File: src/rtl/ccr_pkg.sv
package ccr_pkg;
  localparam int N_SRC   = 4;
  localparam int SRC_MSI = 0;
  localparam int SRC_HSI = 1;
  localparam int SRC_EXT = 2;
  localparam int SRC_PLL = 3;

  typedef enum logic [1:0] {
    SW_MSI = 2'd0,
    SW_HSI = 2'd1,
    SW_EXT = 2'd2,
    SW_PLL = 2'd3
  } sw_stat_e;

  typedef enum logic [1:0] {
    PIN_NONE = 2'd0,
    PIN_MSI  = 2'd1,
    PIN_HSI  = 2'd2,
    PIN_EXT  = 2'd3
  } pll_in_e;

  localparam int ADR_CTRL = 0;
  localparam int ADR_STBY = 1;
  localparam int ADR_IE   = 2;
  localparam int ADR_FLAG = 3;
  localparam int ADR_CLR  = 4;

  localparam int CTRL_SEL_BIT   = 8;
  localparam int CTRL_RANGE_LSB = 12;
endpackage

File: src/rtl/ccr_src_update.sv
module ccr_src_update import ccr_pkg::*; #(
  parameter int             NS             = N_SRC,
  parameter logic [NS-1:0]  FIRST_SET_MASK = 4'b0001
) (
  input  logic [1:0]    sws,
  input  logic [1:0]    pll_in,
  input  logic [NS-1:0] wr_en,
  input  logic [NS-1:0] prev_en,
  input  logic [NS-1:0] prev_rdy,
  input  logic [NS-1:0] ie,
  output logic [NS-1:0] nxt_en,
  output logic [NS-1:0] nxt_rdy,
  output logic [NS-1:0] set_flag
);
  logic [NS-1:0] force_on;
  logic [NS-1:0] hold_on;

  // Which source is in use, directly or through the PLL.
  always_comb begin
    force_on = '0;
    hold_on  = '0;
    force_on[SRC_MSI] = (sws == SW_MSI) || (pll_in == PIN_MSI);
    force_on[SRC_HSI] = (sws == SW_HSI) || (pll_in == PIN_HSI);
    hold_on[SRC_EXT]  = (sws == SW_EXT) || (pll_in == PIN_EXT);
    hold_on[SRC_PLL]  = (sws == SW_PLL);
  end

  always_comb begin
    for (int i = 0; i < NS; i++) begin
      if (force_on[i]) begin
        nxt_en[i]   = 1'b1;
        nxt_rdy[i]  = 1'b1;
        set_flag[i] = ie[i] & (~FIRST_SET_MASK[i] | ~prev_en[i]);
      end else if (hold_on[i]) begin
        nxt_en[i]   = 1'b1;
        nxt_rdy[i]  = prev_rdy[i];
        set_flag[i] = 1'b0;
      end else begin
        nxt_en[i]   = wr_en[i];
        nxt_rdy[i]  = wr_en[i];
        set_flag[i] = wr_en[i] & ie[i];
      end
    end
  end
endmodule

File: src/rtl/ccr_range_guard.sv
module ccr_range_guard #(
  parameter int RANGE_W     = 4,
  parameter int RANGE_CODES = 12
) (
  input  logic               sel_q,
  input  logic [RANGE_W-1:0] cand_ctrl,
  input  logic [RANGE_W-1:0] cur_ctrl,
  input  logic [RANGE_W-1:0] cand_stby,
  input  logic [RANGE_W-1:0] cur_stby,
  output logic               keep_ctrl,
  output logic               keep_stby,
  output logic [RANGE_W-1:0] active
);
  localparam logic [RANGE_W:0] CODE_LIM = (RANGE_W+1)'(RANGE_CODES);

  assign keep_ctrl = !({1'b0, cand_ctrl} < CODE_LIM);
  assign keep_stby = !({1'b0, cand_stby} < CODE_LIM);
  assign active    = sel_q ? cur_ctrl : cur_stby;
endmodule

File: src/rtl/ccr_irq_unit.sv
module ccr_irq_unit #(
  parameter int NS = 4
) (
  input  logic          clk,
  input  logic          rst,
  input  logic          ie_we,
  input  logic [NS-1:0] ie_d,
  input  logic          clr_we,
  input  logic [NS-1:0] clr_d,
  input  logic [NS-1:0] set_mask,
  output logic [NS-1:0] ie_q,
  output logic [NS-1:0] flag_q,
  output logic          irq
);
  always_ff @(posedge clk) begin
    if (rst) begin
      ie_q   <= '0;
      flag_q <= '0;
    end else begin
      if (ie_we) ie_q <= ie_d;
      flag_q <= (flag_q | set_mask) & ~(clr_we ? clr_d : '0);
    end
  end

  assign irq = |(flag_q & ie_q);

  // cleared bits read back as zero after a clear write
  a_r11_clear_takes: assert property (@(posedge clk) disable iff (rst)
    (clr_we && set_mask == '0) |=> ((flag_q & $past(clr_d)) == '0));

  // no flag bit appears without a set request
  a_r12_no_stray_flag: assert property (@(posedge clk) disable iff (rst)
    (set_mask == '0) |=> ((flag_q & ~$past(flag_q)) == '0));
endmodule

File: src/rtl/clk_src_ctrl.sv
module clk_src_ctrl import ccr_pkg::*; #(
  parameter int ADDR_W      = 3,
  parameter int DATA_W      = 32,
  parameter int RANGE_W     = 4,
  parameter int RANGE_CODES = 12,
  parameter int RESET_RANGE = 6
) (
  input  logic               clk,
  input  logic               rst,
  input  logic [ADDR_W-1:0]  bus_addr,
  input  logic               bus_we,
  input  logic [DATA_W-1:0]  bus_wdata,
  output logic [DATA_W-1:0]  bus_rdata,
  input  logic [1:0]         sws,
  input  logic [1:0]         pll_src,
  output logic               msi_on,
  output logic               hsi_on,
  output logic               ext_on,
  output logic               pll_on,
  output logic [RANGE_W-1:0] msi_range,
  output logic               irq
);
  localparam int NS = N_SRC;
  localparam logic [RANGE_W-1:0] RST_CODE = RANGE_W'(RESET_RANGE);
  localparam logic [RANGE_W:0]   CODE_LIM = (RANGE_W+1)'(RANGE_CODES);

  logic [NS-1:0]      en_q, rdy_q, nxt_en, nxt_rdy, set_flag, wr_en;
  logic [NS-1:0]      ie_q, flag_q;
  logic               sel_q;
  logic [RANGE_W-1:0] range_q, stby_q;
  logic [DATA_W-1:0]  rdata_q, rd_mux;
  logic               keep_ctrl, keep_stby;
  logic               ctrl_we, stby_we, ie_we, clr_we;

  assign ctrl_we = bus_we && (bus_addr == ADDR_W'(ADR_CTRL));
  assign stby_we = bus_we && (bus_addr == ADDR_W'(ADR_STBY));
  assign ie_we   = bus_we && (bus_addr == ADDR_W'(ADR_IE));
  assign clr_we  = bus_we && (bus_addr == ADDR_W'(ADR_CLR));

  always_comb begin
    for (int i = 0; i < NS; i++) wr_en[i] = bus_wdata[2*i];
  end

  ccr_src_update #(.NS(NS)) u_src (
    .sws(sws), .pll_in(pll_src), .wr_en(wr_en), .prev_en(en_q),
    .prev_rdy(rdy_q), .ie(ie_q), .nxt_en(nxt_en), .nxt_rdy(nxt_rdy),
    .set_flag(set_flag)
  );

  ccr_range_guard #(.RANGE_W(RANGE_W), .RANGE_CODES(RANGE_CODES)) u_rng (
    .sel_q(sel_q),
    .cand_ctrl(bus_wdata[CTRL_RANGE_LSB +: RANGE_W]), .cur_ctrl(range_q),
    .cand_stby(bus_wdata[RANGE_W-1:0]), .cur_stby(stby_q),
    .keep_ctrl(keep_ctrl), .keep_stby(keep_stby), .active(msi_range)
  );

  ccr_irq_unit #(.NS(NS)) u_irq (
    .clk(clk), .rst(rst), .ie_we(ie_we), .ie_d(bus_wdata[NS-1:0]),
    .clr_we(clr_we), .clr_d(bus_wdata[NS-1:0]),
    .set_mask(ctrl_we ? set_flag : '0),
    .ie_q(ie_q), .flag_q(flag_q), .irq(irq)
  );

  always_comb begin
    rd_mux = '0;
    if (bus_addr == ADDR_W'(ADR_CTRL)) begin
      for (int i = 0; i < NS; i++) begin
        rd_mux[2*i]   = en_q[i];
        rd_mux[2*i+1] = rdy_q[i];
      end
      rd_mux[CTRL_SEL_BIT] = sel_q;
      rd_mux[CTRL_RANGE_LSB +: RANGE_W] = range_q;
    end else if (bus_addr == ADDR_W'(ADR_STBY)) begin
      rd_mux[RANGE_W-1:0] = stby_q;
    end else if (bus_addr == ADDR_W'(ADR_IE)) begin
      rd_mux[NS-1:0] = ie_q;
    end else if (bus_addr == ADDR_W'(ADR_FLAG)) begin
      rd_mux[NS-1:0] = flag_q;
    end
  end

  always_ff @(posedge clk) begin
    if (rst) begin
      en_q    <= NS'(1) << SRC_MSI;
      rdy_q   <= NS'(1) << SRC_MSI;
      sel_q   <= 1'b0;
      range_q <= RST_CODE;
      stby_q  <= RST_CODE;
      rdata_q <= '0;
    end else begin
      if (ctrl_we) begin
        en_q  <= nxt_en;
        rdy_q <= nxt_rdy;
        sel_q <= bus_wdata[CTRL_SEL_BIT];
        if (!keep_ctrl) range_q <= bus_wdata[CTRL_RANGE_LSB +: RANGE_W];
      end
      if (stby_we && !keep_stby) stby_q <= bus_wdata[RANGE_W-1:0];
      rdata_q <= rd_mux;
    end
  end

  assign bus_rdata = rdata_q;
  assign msi_on = en_q[SRC_MSI];
  assign hsi_on = en_q[SRC_HSI];
  assign ext_on = en_q[SRC_EXT];
  assign pll_on = en_q[SRC_PLL];

  // PLL cannot be dropped while it drives the system clock
  a_r3_pll_held: assert property (@(posedge clk) disable iff (rst)
    (ctrl_we && sws == SW_PLL) |=> pll_on);

  // external oscillator cannot be dropped while in use
  a_r4_ext_held: assert property (@(posedge clk) disable iff (rst)
    (ctrl_we && (sws == SW_EXT || pll_src == PIN_EXT)) |=> ext_on);

  // 16 MHz oscillator forced on and ready while in use
  a_r5_hsi_forced: assert property (@(posedge clk) disable iff (rst)
    (ctrl_we && (sws == SW_HSI || pll_src == PIN_HSI)) |=> (hsi_on && rdy_q[SRC_HSI]));

  // multi-speed oscillator forced on and ready while in use
  a_r6_msi_forced: assert property (@(posedge clk) disable iff (rst)
    (ctrl_we && (sws == SW_MSI || pll_src == PIN_MSI)) |=> (msi_on && rdy_q[SRC_MSI]));

  // a free external oscillator has ready equal to enable
  a_r2_ext_follow: assert property (@(posedge clk) disable iff (rst)
    (ctrl_we && sws != SW_EXT && pll_src != PIN_EXT) |=> (rdy_q[SRC_EXT] == ext_on));

  // the control range code never leaves the legal table
  a_r9_range_legal: assert property (@(posedge clk) disable iff (rst)
    ({1'b0, range_q} < CODE_LIM));

  // the standby range code never leaves the legal table
  a_r10_stby_legal: assert property (@(posedge clk) disable iff (rst)
    ({1'b0, stby_q} < CODE_LIM));
endmodule

File: config.mk
export PLATFORM = sky130hd
export DESIGN_NAME = clk_src_ctrl
export DESIGN_NICKNAME = d
export VERILOG_FILES = /design/src/rtl/ccr_pkg.sv /design/src/rtl/ccr_src_update.sv /design/src/rtl/ccr_range_guard.sv /design/src/rtl/ccr_irq_unit.sv /design/src/rtl/clk_src_ctrl.sv
export SDC_FILE = /design/constraint.sdc
export NUM_CORES = 1
export LEC_CHECK = 0
export BUFFER_PORTS_ARGS = -buffer_cell sky130_fd_sc_hd__buf_2
export CORE_AREA = 2 2 67 69
export DETAILED_ROUTE_END_ITERATION = 8
export DIE_AREA = 0 0 69 71
export HOLD_SLACK_MARGIN = 0.1
export PLACE_DENSITY = 0.77
export SYNTH_ARGS = -nofsm -noshare
export SYNTH_HDL_FRONTEND = slang
export SYNTH_SLANG_ARGS = --single-unit
File: constraint.sdc
create_clock -name clk -period 1.63 [get_ports clk]
set_input_delay 0.326 -clock clk [delete_from_list [all_inputs] [get_ports clk]]
set_output_delay 0.326 -clock clk [all_outputs]
set_load 0.01 [all_outputs]
==> reports/metrics.cfg, run 1 <==
[floorplanning]
start_util = 0.392
io_pins = 83
chipHeight_um = 71
die-area_um2 = 4900
rows = 24
die_width_um = 69
coreArea_um2 = 4200

[synth]
synth_edf_count = 0
ys_warn_count = 0
synth_compound_area_frac = 0.123
async_reset_ff_frac = 0
synth_ff_type = dfxtp_1
yosys.area_share.simple = 0.171
synth-seq-cells = 36
synth_top_family_by_area = simple AND/OR/NAND/NOR gates
yosysTopAreaCellShare = 0.437
muxShareOfSynthArea = 0.141
syn-instance-count = 162
synthTopCellsByArea = dfxtp_1, buf_4, mux2i_1, and2_1, nor2_1
seq_area_frac_synth = 0.437
yosys.area_share.xor_xnor = 0
yosys.cell_types.count = 36
netlist_area_um2 = 1650
yosys.area.top_type = dfxtp_1
syn_area_per_cell_um2 = 10.2
synthAdderAreaFrac = 0

[clocking]
cts_buffer_depth = 2
cts_root_buf = clkbuf_8
clkSlewWorstSetupHoldPaths_ps = 70
ctsHoldBuffers = 0
clkLatencyLatePin_ps = 290
cts_max_level = 2
cts_tree = yes
post_cts_buffers = 0
cts_made_buffers = 5
cts.repair.resized = 0
cts_sinks = 36

[power]
p_leak_nw = 0.916
peakVddDrop_uv = 504
power_density_nw_per_um2 = 871
total_power_mw = 1.72

[routing]
routed_wl_mm = 3.32
route.met2.wl_mm = 1.55
dr.max_layer_used = met4
drtAntennaViolNets = 0
drt_iter0_drc = 70
wl_met1_mm = 1.46
wire_per_inst_um = 12.4
wl_met3_um = 243
drc_errors = 0
vias = 1277
viasPerCell = 4.78
dr.pass1.iters = 4

[worst_setup_path]
cp-startpoint = sel_q
reg2reg_from = en_q[0]
timing.rr.end = bus_rdata[1]
timing.critical_path.to_type = output pin
reg2reg_depth = 2
critical_path.max_fanout = 6
critPathKind = reg -> out
required_ps = 1300
crit_arrival_ps = 1240
worstSetupStartpointType = flop
cp-endpoint = msi_range[0]
r2r_slack_ps = 520

[cells_and_area]
layout_commonest_cell = buf_2
instances_no_fill = 267
drive_above_1_share = 0.330
final_area_um2 = 1980
area_growth_pct = 19.9
antenna_cells = 0
final_cell_mix = buf_2, dfxtp_1, nor2_1, conb_1, and2_1
utilization = 0.470
finish.net_count = 256
fill_cells = 424

[sta]
fin_crit_sh = 0.961
setup_violations = 0
fin_crit_ps = 1570
drv_slew = 0
finalSetupTns_ps = 0
fmax_mhz = 638
report.final.hold_viol_count = 0
skew_ps = 5.30
worst_slack_ps = 63.5
rsz0062_at_grt = no
whs_ps = 236

[global_routing]
grt_pass1_vias = 1139
grt_start_max_net_pins = 19
track_usage = 0.144
gr-total-overflow = 0
antenna_found_initial = 0
grt_pass1_wl_mm = 5.51

[placed_design]
placed_cell_area_um2 = 1890
place_congestion = 0.798
dp_cells = 259
hpwlAfterDp_mm = 2.56
port_buffers = 42
pre_cts_slack_ps = -66.1

[job]
cap_violations = 0

[status]
outcome = finished clean

[hold_path]
hp-class = in -> reg

-- cells by family (layout without fill, tap and decap cells) --
logic type,Yosys count,after routing
AND/OR/NAND/NOR,52,52
flip-flops,36,36
buffers and inverters,31,66
AO/OA/AOI/OAI,25,25
multiplexers,17,17
other,1,19
-- worst min path at each step --
stage	from	end	slack (ps)	depth (start not counted)
5_1_grt	bus_wdata[13]	range_q[1]	220	2
4_1_cts	bus_wdata[13]	range_q[1]	230	2
2_1_floorplan	bus_wdata[2]	u_irq.flag_q[2]	420	1
3_3_place_gp	rdy_q[3]	bus_rdata[7]	450	1
3_5_place_dp	rdy_q[3]	bus_rdata[7]	450	1
6_report	bus_wdata[13]	range_q[1]	240	2
-- flip-flops by register name, summed over array words and instances (netlist names) --
| register | flops |
|---|---|
| rdy_q | 2 |
| sel_q | 1 |
| en_q | 4 |
| bus_rdata | 13 |
| u_irq.ie_q | 4 |
| u_irq.flag_q | 4 |
| range_q | 4 |
| stby_q | 4 |
-- Yosys cell counts, types with 2 or more instances --
cell type / count
buf_4: 20
dfxtp_1: 36
mux2_2: 4
nor3_1: 4
inv_1: 5
a22oi_1: 2
a31oi_1: 3
a211oi_1: 4
mux2i_1: 9
nand2_1: 6
clkbuf_1: 4
mux4_1: 2
a21oi_1: 4
buf_6: 2
mux4_2: 2
a211o_1: 2
and2_1: 13
o21bai_1: 2
nor2_1: 21
-- worst max-delay path, stage by stage, from the launching register on --
cell and delay [ps]:
dfxtp_1 440, mux2_2 370, buf_2 140
-- power by group --
part           switching [mW]  internal (mW)  total (mW)
clock                   0.299          0.344       0.643
sequential             0.0105          0.896       0.906
combinational          0.0983         0.0738       0.172
-- area by class of cell --
cell class,count,area (um^2),share of cell area
timing repair buffer,53,293,0.148
multi-input combinational,113,788,0.399
inverter,5,18.8,0.00950
clock buffer,8,90.1,0.0456
sequential,36,721,0.365
tap,52,65.1,0.0329
-- metal layers --
metal | vias up | global-route usage
li1 | 632 | -
met1 | 595 | 0.178
met2 | 42 | 0.223
met3 | 8 | 0.0513
met4 | 0 | 0.0719
met5 | - | 0
Note: power is estimated with default switching activity, not from simulation.
==> run 2, diff against run 1 <==
--- a/config.mk
+++ b/config.mk
@@ -6,10 +6,12 @@
 export NUM_CORES = 1
 export LEC_CHECK = 0
 export BUFFER_PORTS_ARGS = -buffer_cell sky130_fd_sc_hd__buf_2
+export CAP_MARGIN = 20
 export CORE_AREA = 2 2 67 69
 export DETAILED_ROUTE_END_ITERATION = 8
 export DIE_AREA = 0 0 69 71
 export HOLD_SLACK_MARGIN = 0.1
+export MAX_ROUTING_LAYER = met4
 export PLACE_DENSITY = 0.77
 export SYNTH_ARGS = -nofsm -noshare
 export SYNTH_HDL_FRONTEND = slang
==> run 2 against run 1 <==
  * Total power is 0.10% higher
  * Routed wire length hardly changed
  * Worst hold slack worse by 0.87 ps
  * Via count is 0.86% higher
  * Critical path depth stayed put
  * Global-route usage is 0.47 points higher
  * First-iteration DRC count is 23% lower
  * Flip-flop and latch count stayed put
  * Combinational power hardly changed
  * Largest cell class unchanged
==> reports/metrics.cfg, run 2 (synthesis gave the netlist of run 1 again) <==
[power]
peakVddDrop_uv = 504  ; about the same
total_power_mw = 1.72  ; +0.10%
power_density_nw_per_um2 = 872  ; +0.10%
p_leak_nw = 0.916  ; unchanged

[job]
cap_violations = 0  ; unchanged

[cells_and_area]
multiInputGateArea_um2 = 788  ; unchanged
area_growth_pct = 19.9  ; unchanged
final_cell_mix = buf_2, dfxtp_1, nor2_1, conb_1, and2_1
finish.net_count = 256  ; unchanged
largest_reg_flops = 13  ; unchanged
final_area_um2 = 1980  ; unchanged
fill_cells = 424  ; unchanged
seqCellArea_um2 = 721  ; unchanged
layout_commonest_cell = buf_2
instances_no_fill = 267  ; unchanged
drive_above_1_share = 0.330  ; unchanged
antenna_cells = 0  ; unchanged

[global_routing]
track_usage = 0.149  ; +0.00475
grt_pass1_wl_mm = 5.52  ; +0.25%
grt_start_max_net_pins = 19  ; unchanged
antenna_found_initial = 0  ; unchanged
grt_pass1_vias = 1139  ; unchanged
gr-total-overflow = 0  ; unchanged

[floorplanning]
die_width_um = 69  ; unchanged
chipHeight_um = 71  ; unchanged
rows = 24  ; unchanged
io_pins = 83  ; unchanged
die-area_um2 = 4900  ; unchanged
coreArea_um2 = 4200  ; unchanged
start_util = 0.392  ; unchanged

[sta]
fin_crit_sh = 0.962  ; about the same
setup_violations = 0  ; unchanged
fin_crit_ps = 1570  ; +1.10 ps
worst_slack_ps = 62.4  ; -1.10 ps
skew_ps = 6.09  ; +0.784 ps
fmax_mhz = 638  ; about the same
rsz0062_at_grt = no
report.final.hold_viol_count = 0  ; unchanged
drv_slew = 0  ; unchanged

[routing]
dr.pass1.iters = 4  ; unchanged
drt_iter0_drc = 54  ; -23%
drtAntennaViolNets = 0  ; unchanged
routed_wl_mm = 3.33  ; about the same
wire_per_inst_um = 12.5  ; about the same
vias = 1288  ; +0.86%
drc_errors = 0  ; unchanged
viasPerCell = 4.82  ; +0.86%

[placed_design]
port_buffers = 42  ; unchanged
place_congestion = 0.809  ; +1.4%
hpwlAfterDp_mm = 2.56  ; unchanged
dp_cells = 259  ; unchanged
pre_cts_slack_ps = -66.1  ; unchanged
placed_cell_area_um2 = 1890  ; unchanged

[clocking]
clkLatencyLatePin_ps = 290  ; about the same
cts_made_buffers = 5  ; unchanged
cts_tree = yes
cts_sinks = 36  ; unchanged
clkSlewWorstSetupHoldPaths_ps = 70  ; about the same
post_cts_buffers = 0  ; unchanged
cts.repair.resized = 0  ; unchanged
cts_root_buf = clkbuf_8
cts_max_level = 2  ; unchanged
ctsHoldBuffers = 0  ; unchanged
cts_buffer_depth = 2  ; unchanged

[hold_path]
min_from = bus_wdata[13]
hp-class = in -> reg

[worst_setup_path]
cp-startpoint = sel_q
timing.critical_path.to_type = output pin
crit_arrival_ps = 1240  ; about the same
reg2reg_from = en_q[0]
critical_path.max_fanout = 6  ; unchanged
worstSetupStartpointType = flop
required_ps = 1300  ; about the same
critPathKind = reg -> out

[status]
outcome = finished clean

[run 2: cell counts in the layout (fill, tap and decap cells not counted)]
No cell type changed its count.
[run 2: final cells by class]
| type | instances | share of cell area |
|---|---|---|
| Tap cell | 52 | 0.0329 |
| Timing Repair Buffer | 53 | 0.148 |
| Multi-Input combinational cell | 113 | 0.399 |
| Clock buffer | 8 | 0.0456 |
| Sequential cell | 36 | 0.365 |
| Inverter | 5 | 0.00950 |
[run 2: stage by stage]
stage                     setup TNS, ps  hold slack, ps   util
after floorplan                   -95.0             419      -
after global placement             -182             446  0.449
after detailed placement           -212             449  0.449
after CTS                             0             233  0.470
after global routing                  0             225  0.470
final                                 0             236  0.470
[run 2: report_power, final]
part	switching (mW)	leakage [nW]	internal (mW)
combinational	0.0982	0.579	0.0738
clock	0.300	0.0455	0.344
sequential	0.0105	0.291	0.896
total	0.409	0.916	1.31
[run 2: critical path, cell delays in order, from the launching register on]
cell	delay, ps
dfxtp_1	440
mux2_2	370
buf_2	140
[run 2: path summary, 6_finish.rpt]
path	to	slack, ps	depth (start not counted)
max	msi_range[0]	60	2
max reg2reg	bus_rdata[1]	520	2
min reg2reg	bus_rdata[7]	460	1
min	range_q[1]	240	2
[run 2: layer usage]
metal | vias to the layer above | part of all wire | wire length (um) | global-route usage
met2 | 49 | 0.47 | 1560 | 0.223
li1 | 634 | - | - | -
met5 | - | 0 | 0 | -
met1 | 597 | 0.43 | 1430 | 0.179
met3 | 8 | 0.080 | 267 | 0.0513
met4 | 0 | 0.020 | 68 | 0.0719
